[src/rtl/ble_pkg.sv]
// Shared types and helpers for the lookup logic element.
// Assumes the table index width stays small (a few bits).
package ble_pkg;

    typedef enum logic [1:0] {
        MODE_READ  = 2'd0,
        MODE_ERASE = 2'd1,
        MODE_WRITE = 2'd2
    } cell_mode_e;

    // Gray code of a physical position: the table entry that position stores.
    function automatic int unsigned gray_of(input int unsigned p);
        return p ^ (p >> 1);
    endfunction

endpackage

[src/rtl/ble_cfg_seq.sv]
// Reprogramming sequencer. Erases every physical cell in order, then writes
// only the cells whose new entry is 1, lowest position first, then returns
// to read mode. Assumes cfg_table is valid in the cycle that cfg_load is high.
module ble_cfg_seq
    import ble_pkg::*;
#(
    parameter int unsigned K = 4
) (
    input  logic                clk,
    input  logic                rst_n,
    input  logic                cfg_load,
    input  logic [(1<<K)-1:0]   cfg_table,
    output logic                rd_en,
    output logic                wr_en,
    output logic                er_en,
    output logic [K-1:0]        pos,
    output logic                busy
);
    localparam int unsigned N = 1 << K;

    cell_mode_e      mode_q;
    logic [K-1:0]    pos_q;
    logic [N-1:0]    pend_q;
    logic [N-1:0]    phys_mask;
    logic [N-1:0]    pend_next;

    // Reorder the logical table into physical (Gray-placed) positions.
    for (genvar p = 0; p < N; p++) begin : g_phys
        localparam int unsigned ENT = gray_of(p);
        assign phys_mask[p] = cfg_table[ENT];
    end

    // Lowest set position of a pending mask.
    function automatic logic [K-1:0] lowest_set(input logic [N-1:0] m);
        logic [K-1:0] idx;
        idx = '0;
        for (int i = N - 1; i >= 0; i--) begin
            if (m[i]) idx = K'(i);
        end
        return idx;
    endfunction

    // Pending mask with the cell being written now removed.
    always_comb begin
        pend_next = pend_q;
        pend_next[pos_q] = 1'b0;
    end

    // Mode, position and pending-cell state machine.
    always_ff @(posedge clk) begin
        if (!rst_n) begin
            mode_q <= MODE_READ;
            pos_q  <= '0;
            pend_q <= '0;
        end else begin
            case (mode_q)
                MODE_READ: begin
                    if (cfg_load) begin
                        mode_q <= MODE_ERASE;
                        pos_q  <= '0;
                        pend_q <= phys_mask;
                    end
                end
                MODE_ERASE: begin
                    if (pos_q == K'(N - 1)) begin
                        if (pend_q != '0) begin
                            mode_q <= MODE_WRITE;
                            pos_q  <= lowest_set(pend_q);
                        end else begin
                            mode_q <= MODE_READ;
                        end
                    end else begin
                        pos_q <= pos_q + 1'b1;
                    end
                end
                MODE_WRITE: begin
                    pend_q <= pend_next;
                    if (pend_next == '0) begin
                        mode_q <= MODE_READ;
                    end else begin
                        pos_q <= lowest_set(pend_next);
                    end
                end
                default: mode_q <= MODE_READ;
            endcase
        end
    end

    assign rd_en = (mode_q == MODE_READ);
    assign er_en = (mode_q == MODE_ERASE);
    assign wr_en = (mode_q == MODE_WRITE);
    assign busy  = (mode_q != MODE_READ);
    assign pos   = pos_q;

    // one mode enable at a time.
    a_r2_onehot_modes: assert property (@(posedge clk) disable iff (!rst_n)
        $countones({rd_en, wr_en, er_en}) == 1);

    // writing is only ever entered straight from the erase pass.
    a_r4_write_after_erase: assert property (@(posedge clk) disable iff (!rst_n)
        $rose(wr_en) |-> $past(er_en));

    // erase only ends after the last physical cell.
    a_r3_full_erase: assert property (@(posedge clk) disable iff (!rst_n)
        $fell(er_en) |-> $past(pos) == K'(N - 1));

    // a write cycle always targets a cell still pending.
    a_r3_write_pending: assert property (@(posedge clk) disable iff (!rst_n)
        wr_en |-> pend_q[pos]);

endmodule

[src/rtl/ble_cell_array.sv]
// Bit-cell store placed in Gray order, with a decoder driven by true and
// complemented address lines. Cells have no reset (nonvolatile behaviour).
// Assumes the sequencer supplies one-hot mode enables.
module ble_cell_array
    import ble_pkg::*;
#(
    parameter int unsigned K = 4
) (
    input  logic            clk,
    input  logic            rst_n,
    input  logic            rd_en,
    input  logic            wr_en,
    input  logic            er_en,
    input  logic [K-1:0]    pos,
    input  logic [K-1:0]    addr,
    output logic            rd_data
);
    localparam int unsigned N = 1 << K;

    logic [N-1:0]   cells;
    logic [N-1:0]   sel;
    logic [K-1:0]   addr_t;
    logic [K-1:0]   addr_c;

    assign addr_t = addr;
    assign addr_c = ~addr;

    // Each physical cell matches the address equal to its Gray entry.
    for (genvar p = 0; p < N; p++) begin : g_dec
        localparam logic [K-1:0] ENT = K'(gray_of(p));
        assign sel[p] = &((addr_t & ENT) | (addr_c & ~ENT));
    end

    // Clear or set the cell named by pos in erase or write mode.
    always_ff @(posedge clk) begin
        for (int p = 0; p < N; p++) begin
            if (er_en && pos == K'(p)) begin
                cells[p] <= 1'b0;
            end else if (wr_en && pos == K'(p)) begin
                cells[p] <= 1'b1;
            end
        end
    end

    assign rd_data = rd_en & (|(sel & cells));

    // the store is untouched while read mode persists.
    a_r9_read_keeps_cells: assert property (@(posedge clk) disable iff (!rst_n)
        rd_en && $past(rd_en) |-> $stable(cells));

    // the decoder selects exactly one cell.
    a_r1_single_select: assert property (@(posedge clk) disable iff (!rst_n)
        $onehot(sel));

endmodule

[src/rtl/ble4_lut_element.sv]
// Top of the logic element: sequencer, Gray-placed cell store, output flop,
// hold register and output select. The output mode is sampled with each
// accepted load and, like the table, survives reset.
module ble4_lut_element #(
    parameter int unsigned K = 4
) (
    input  logic                clk,
    input  logic                rst_n,
    input  logic [K-1:0]        lut_in,
    input  logic                cfg_load,
    input  logic [(1<<K)-1:0]   cfg_table,
    input  logic                cfg_registered,
    output logic                lut_out,
    output logic                busy
);
    logic            rd_en;
    logic            wr_en;
    logic            er_en;
    logic [K-1:0]    pos;
    logic            live;
    logic            ff_q;
    logic            hold_q;
    logic            reg_mode_q;

    ble_cfg_seq #(.K(K)) u_seq (
        .clk       (clk),
        .rst_n     (rst_n),
        .cfg_load  (cfg_load),
        .cfg_table (cfg_table),
        .rd_en     (rd_en),
        .wr_en     (wr_en),
        .er_en     (er_en),
        .pos       (pos),
        .busy      (busy)
    );

    ble_cell_array #(.K(K)) u_cells (
        .clk     (clk),
        .rst_n   (rst_n),
        .rd_en   (rd_en),
        .wr_en   (wr_en),
        .er_en   (er_en),
        .pos     (pos),
        .addr    (lut_in),
        .rd_data (live)
    );

    // Output mode is configuration: taken with an accepted load, no reset.
    always_ff @(posedge clk) begin
        if (cfg_load && !busy) reg_mode_q <= cfg_registered;
    end

    // Output flop and hold register follow the live bit only while idle.
    always_ff @(posedge clk) begin
        if (!rst_n) begin
            ff_q   <= 1'b0;
            hold_q <= 1'b0;
        end else if (!busy) begin
            ff_q   <= live;
            hold_q <= live;
        end
    end

    assign lut_out = reg_mode_q ? ff_q : (busy ? hold_q : live);

    // output frozen for the whole busy window.
    a_r6_hold_while_busy: assert property (@(posedge clk) disable iff (!rst_n)
        busy && $past(busy) |-> $stable(lut_out));

endmodule

[config.mk]
export PLATFORM = sky130hd
export DESIGN_NAME = ble4_lut_element
export DESIGN_NICKNAME = d
export VERILOG_FILES = /design/src/rtl/ble_pkg.sv /design/src/rtl/ble_cfg_seq.sv /design/src/rtl/ble_cell_array.sv /design/src/rtl/ble4_lut_element.sv
export SDC_FILE = /design/constraint.sdc
export NUM_CORES = 1
export LEC_CHECK = 0
export CAP_MARGIN = 20
export CORE_MARGIN = 2
export CORE_UTILIZATION = 45
export CTS_CLUSTER_DIAMETER = 30
export DETAILED_ROUTE_END_ITERATION = 10
export PLACE_DENSITY_LB_ADDON = 0.08
export SETUP_SLACK_MARGIN = 0.3
export SLEW_MARGIN = 15
export SYNTH_ARGS = -nofsm -noshare
export SYNTH_HDL_FRONTEND = slang
export SYNTH_HIERARCHICAL = 1
export SYNTH_SLANG_ARGS = --single-unit
[constraint.sdc]
create_clock -name clk -period 3.9 [get_ports clk]
set_clock_uncertainty 0.1 [all_clocks]
set_input_delay 0.78 -clock clk [delete_from_list [all_inputs] [get_ports clk]]
set_output_delay 0.78 -clock clk [all_outputs]
set_load 0.02 [all_outputs]
==> results.yml <==
outcome:
  status: "finished clean"
drt:
  drc: 0
  vias: 2587
  ant_nets: 0
  drt_iter0_markers: 189
  via_per_inst: 5.96
  route.detailed.wl_per_inst_um: 16.9
  totalWireLength_um: 7350
  drt_first_pass_iters: 4
timing:
  hold_viol_final: 0
  setup-tns-final_ns: 0
  period_share: 0.883
  setup_viol: 0
  maxClockFrequency_mhz: 290
  worst_slew_pin_slew_ns: 0.867
  rsz0062_at_grt: "no"
  period_minus_slack_ns: 3.44
  relSlewSlack: 0.420
  final_max_slew_viol_count: 0
  fin_ws_ns: 0.457
synth:
  synth_ff_type: "dfxtp_1"
  async_reset_ff_frac: 0
  synth.avg_cell_area_um2: 8.15
  synth_fp_nets: 370
  synth_warnings: 6
  synth-seq-cells: 41
  synth.distinct_cells: 66
  yosysSeqAreaShare: 0.302
  synth_edf_count: 1
  syn_area_um2: 2750
  syn_inst: 338
place:
  place_inst: 426
  hpwlAfterDp_um: 5360
  placed_cell_area_um2: 3050
  gp_congestion: 0.909
  dp_slack_ns: 0.00122
  portBuffers: 25
pwr:
  power_leakage_nw: 1.22
  p_sw_w: 0.000469
  ir_drop_v: 0.000199
  pwr-share-comb: 0.351
  pwr-share-seq: 0.395
  power.density_nw_per_um2: 408
  clockPowerShare: 0.254
  switching_share: 0.364
  p_int_w: 0.000819
die:
  chipWidth_um: 82.2
  start_util: 0.465
  io_pins: 26
  die_h_um: 82.2
  rows: 28
  dieArea_um2: 6760
  core_um2: 5920
worst_setup_path:
  crit_path_end_kind: "output pin"
  crit_path_start: "lut_in[2]"
  regToRegStartpoint: "u_seq/pos[0]"
  crit_fanout: 6
  cp-start-kind: "input port"
  required_ns: 3.02
  cp_data_arrival_time_ns: 2.56
  worst-setup-path-type: "in -> out"
  rr_worst_depth: 8
clocking:
  clockRootBuffer: "clkbuf_8"
  cts_htree_levels: 2
  clk_latency_ns: 0.31
  cts_setup_buffers: 0
  cts_tree: "done"
  clk_pin_slew_ns: 0.08
  cts_buffers: 5
  cts_sinks: 41
  clk_path_buf_depth: 2
final_layout:
  stdcell_area_um2: 3150
  drive_above_1_share: 0.0864
  syn_to_final_growth_pct: 14.5
  fin_nets: 390
  final_common_cell: "a21oi_1"
  final_cell_mix: "a21oi_1, dfxtp_1, nand2_1"
  diodes: 0
  fin_cells: 434
job:
  drv_cap: 0
global_route:
  grt_pass1_wl_um: 11700
  grt_pass1_vias: 2308
  grt_max_degree: 28
  grt_overflow: 0
  antenna_found_initial: 0
  grt_usage: 0.227
hold_path:
  min_path_type: "reg -> reg"
  min_path_cells: 2
  hold_start: "u_cells/cells[1]"
==> per-stage QoR <==
| step | total power (W) | utilization | hold slack (ns) |
|---|---|---|---|
| final | 0.00129 | 0.533 | 0.416 |
| after global routing | 0.00137 | 0.533 | 0.444 |
| after CTS | 0.00130 | 0.533 | 0.418 |
| after detailed placement | 0.000965 | 0.515 | 0.402 |
| after global placement | 0.000960 | 0.515 | 0.392 |
| after floorplan | 0.000827 | - | 0.359 |
==> layout make-up <==
| type | count | area, um^2 |
|---|---|---|
| clock buffer | 6 | 93.8 |
| clock inverter | 2 | 16.3 |
| fill | 566 | 2770 |
| inverter | 13 | 48.8 |
| multi-input combinational | 267 | 1790 |
| sequential | 41 | 831 |
| tap | 75 | 93.8 |
| timing repair buffer | 30 | 285 |
==> synthesized netlist by cell type (3+ instances only) <==
cell type / n / share of area
a21oi_1: 41 / 0.075
dfxtp_1: 40 / 0.29
nand2_1: 37 / 0.050
nor2b_1: 22 / 0.050
nor2_1: 17 / 0.023
inv_1: 13 / 0.018
nand3_1: 12 / 0.022
a22oi_1: 11 / 0.030
clkbuf_1: 11 / 0.015
mux2i_1: 10 / 0.036
ha_1: 8 / 0.036
o21ai_0: 8 / 0.015
a21boi_0: 5 / 0.014
and2_1: 5 / 0.011
and3_1: 5 / 0.011
nand3b_1: 5 / 0.014
a31oi_1: 4 / 0.0091
and3b_1: 4 / 0.013
nand2b_1: 4 / 0.0091
nor3b_1: 4 / 0.011
nor4_1: 4 / 0.0091
a32o_1: 3 / 0.011
nand4_1: 3 / 0.0068
o22ai_1: 3 / 0.0068
==> critical path, stage by stage <==
cell and delay, ns:
clkdlybuf4s50_1 0.59, mux4_2 0.34, mux2i_1 0.15, o21ai_1 0.11
mux2i_1 0.18, mux2i_1 0.09, dlygate4sd2_1 0.32
==> cell families after synthesis <==
| kind of cell | synth area share |
|---|---|
| AOI/OAI and AO/OA | 0.288 |
| adders and majority gates | 0.0363 |
| muxes | 0.0609 |
| and+or+nand+nor | 0.264 |
| buffers and inverters | 0.0500 |
| DFF | 0.302 |
==> power by group through the flow <==
stage / combinational (W) / sequential [W] / clock [W]
5_1_grt: 0.000495 / 0.000516 / 0.000357
4_1_cts: 0.000448 / 0.000507 / 0.000342
3_5_place_dp: 0.000448 / 0.000517 / 0
6_report: 0.000452 / 0.000509 / 0.000328
2_1_floorplan: 0.000330 / 0.000498 / 0
3_3_place_gp: 0.000443 / 0.000517 / 0
==> sequential cells by signal (all words and copies together) (netlist names) <==
name / flops
ff_q: 1
hold_q: 1
reg_mode_q: 1
u_cells/cells: 16
u_seq/mode_q: 2
u_seq/pend_q: 16
u_seq/pos: 4
==> timing repair <==
action                                  CTS  global route
hold buffers                              0             0
endpoints found under the setup margin    1             0
resized for setup                         2             0
hold endpoints to repair                  0             0
==> final timing paths <==
path	to	slack, ns
worst max-delay path	lut_out	0.46
worst min-delay path	u_cells/cells[1]	0.42
worst max register to register	u_seq/pos[1]	1.15
worst min register to register	u_cells/cells[1]	0.42
==> metal layers <==
| metal | up-vias | GRT usage | part of all wire |
|---|---|---|---|
| met5 | - | 0 | 0 |
| met2 | 69 | 0.335 | 0.44 |
| met4 | 0 | 0.0633 | 0.012 |
| li1 | 1290 | - | - |
| met1 | 1222 | 0.338 | 0.50 |
| met3 | 6 | 0.0380 | 0.048 |
Power figures use the tool's default switching activity.
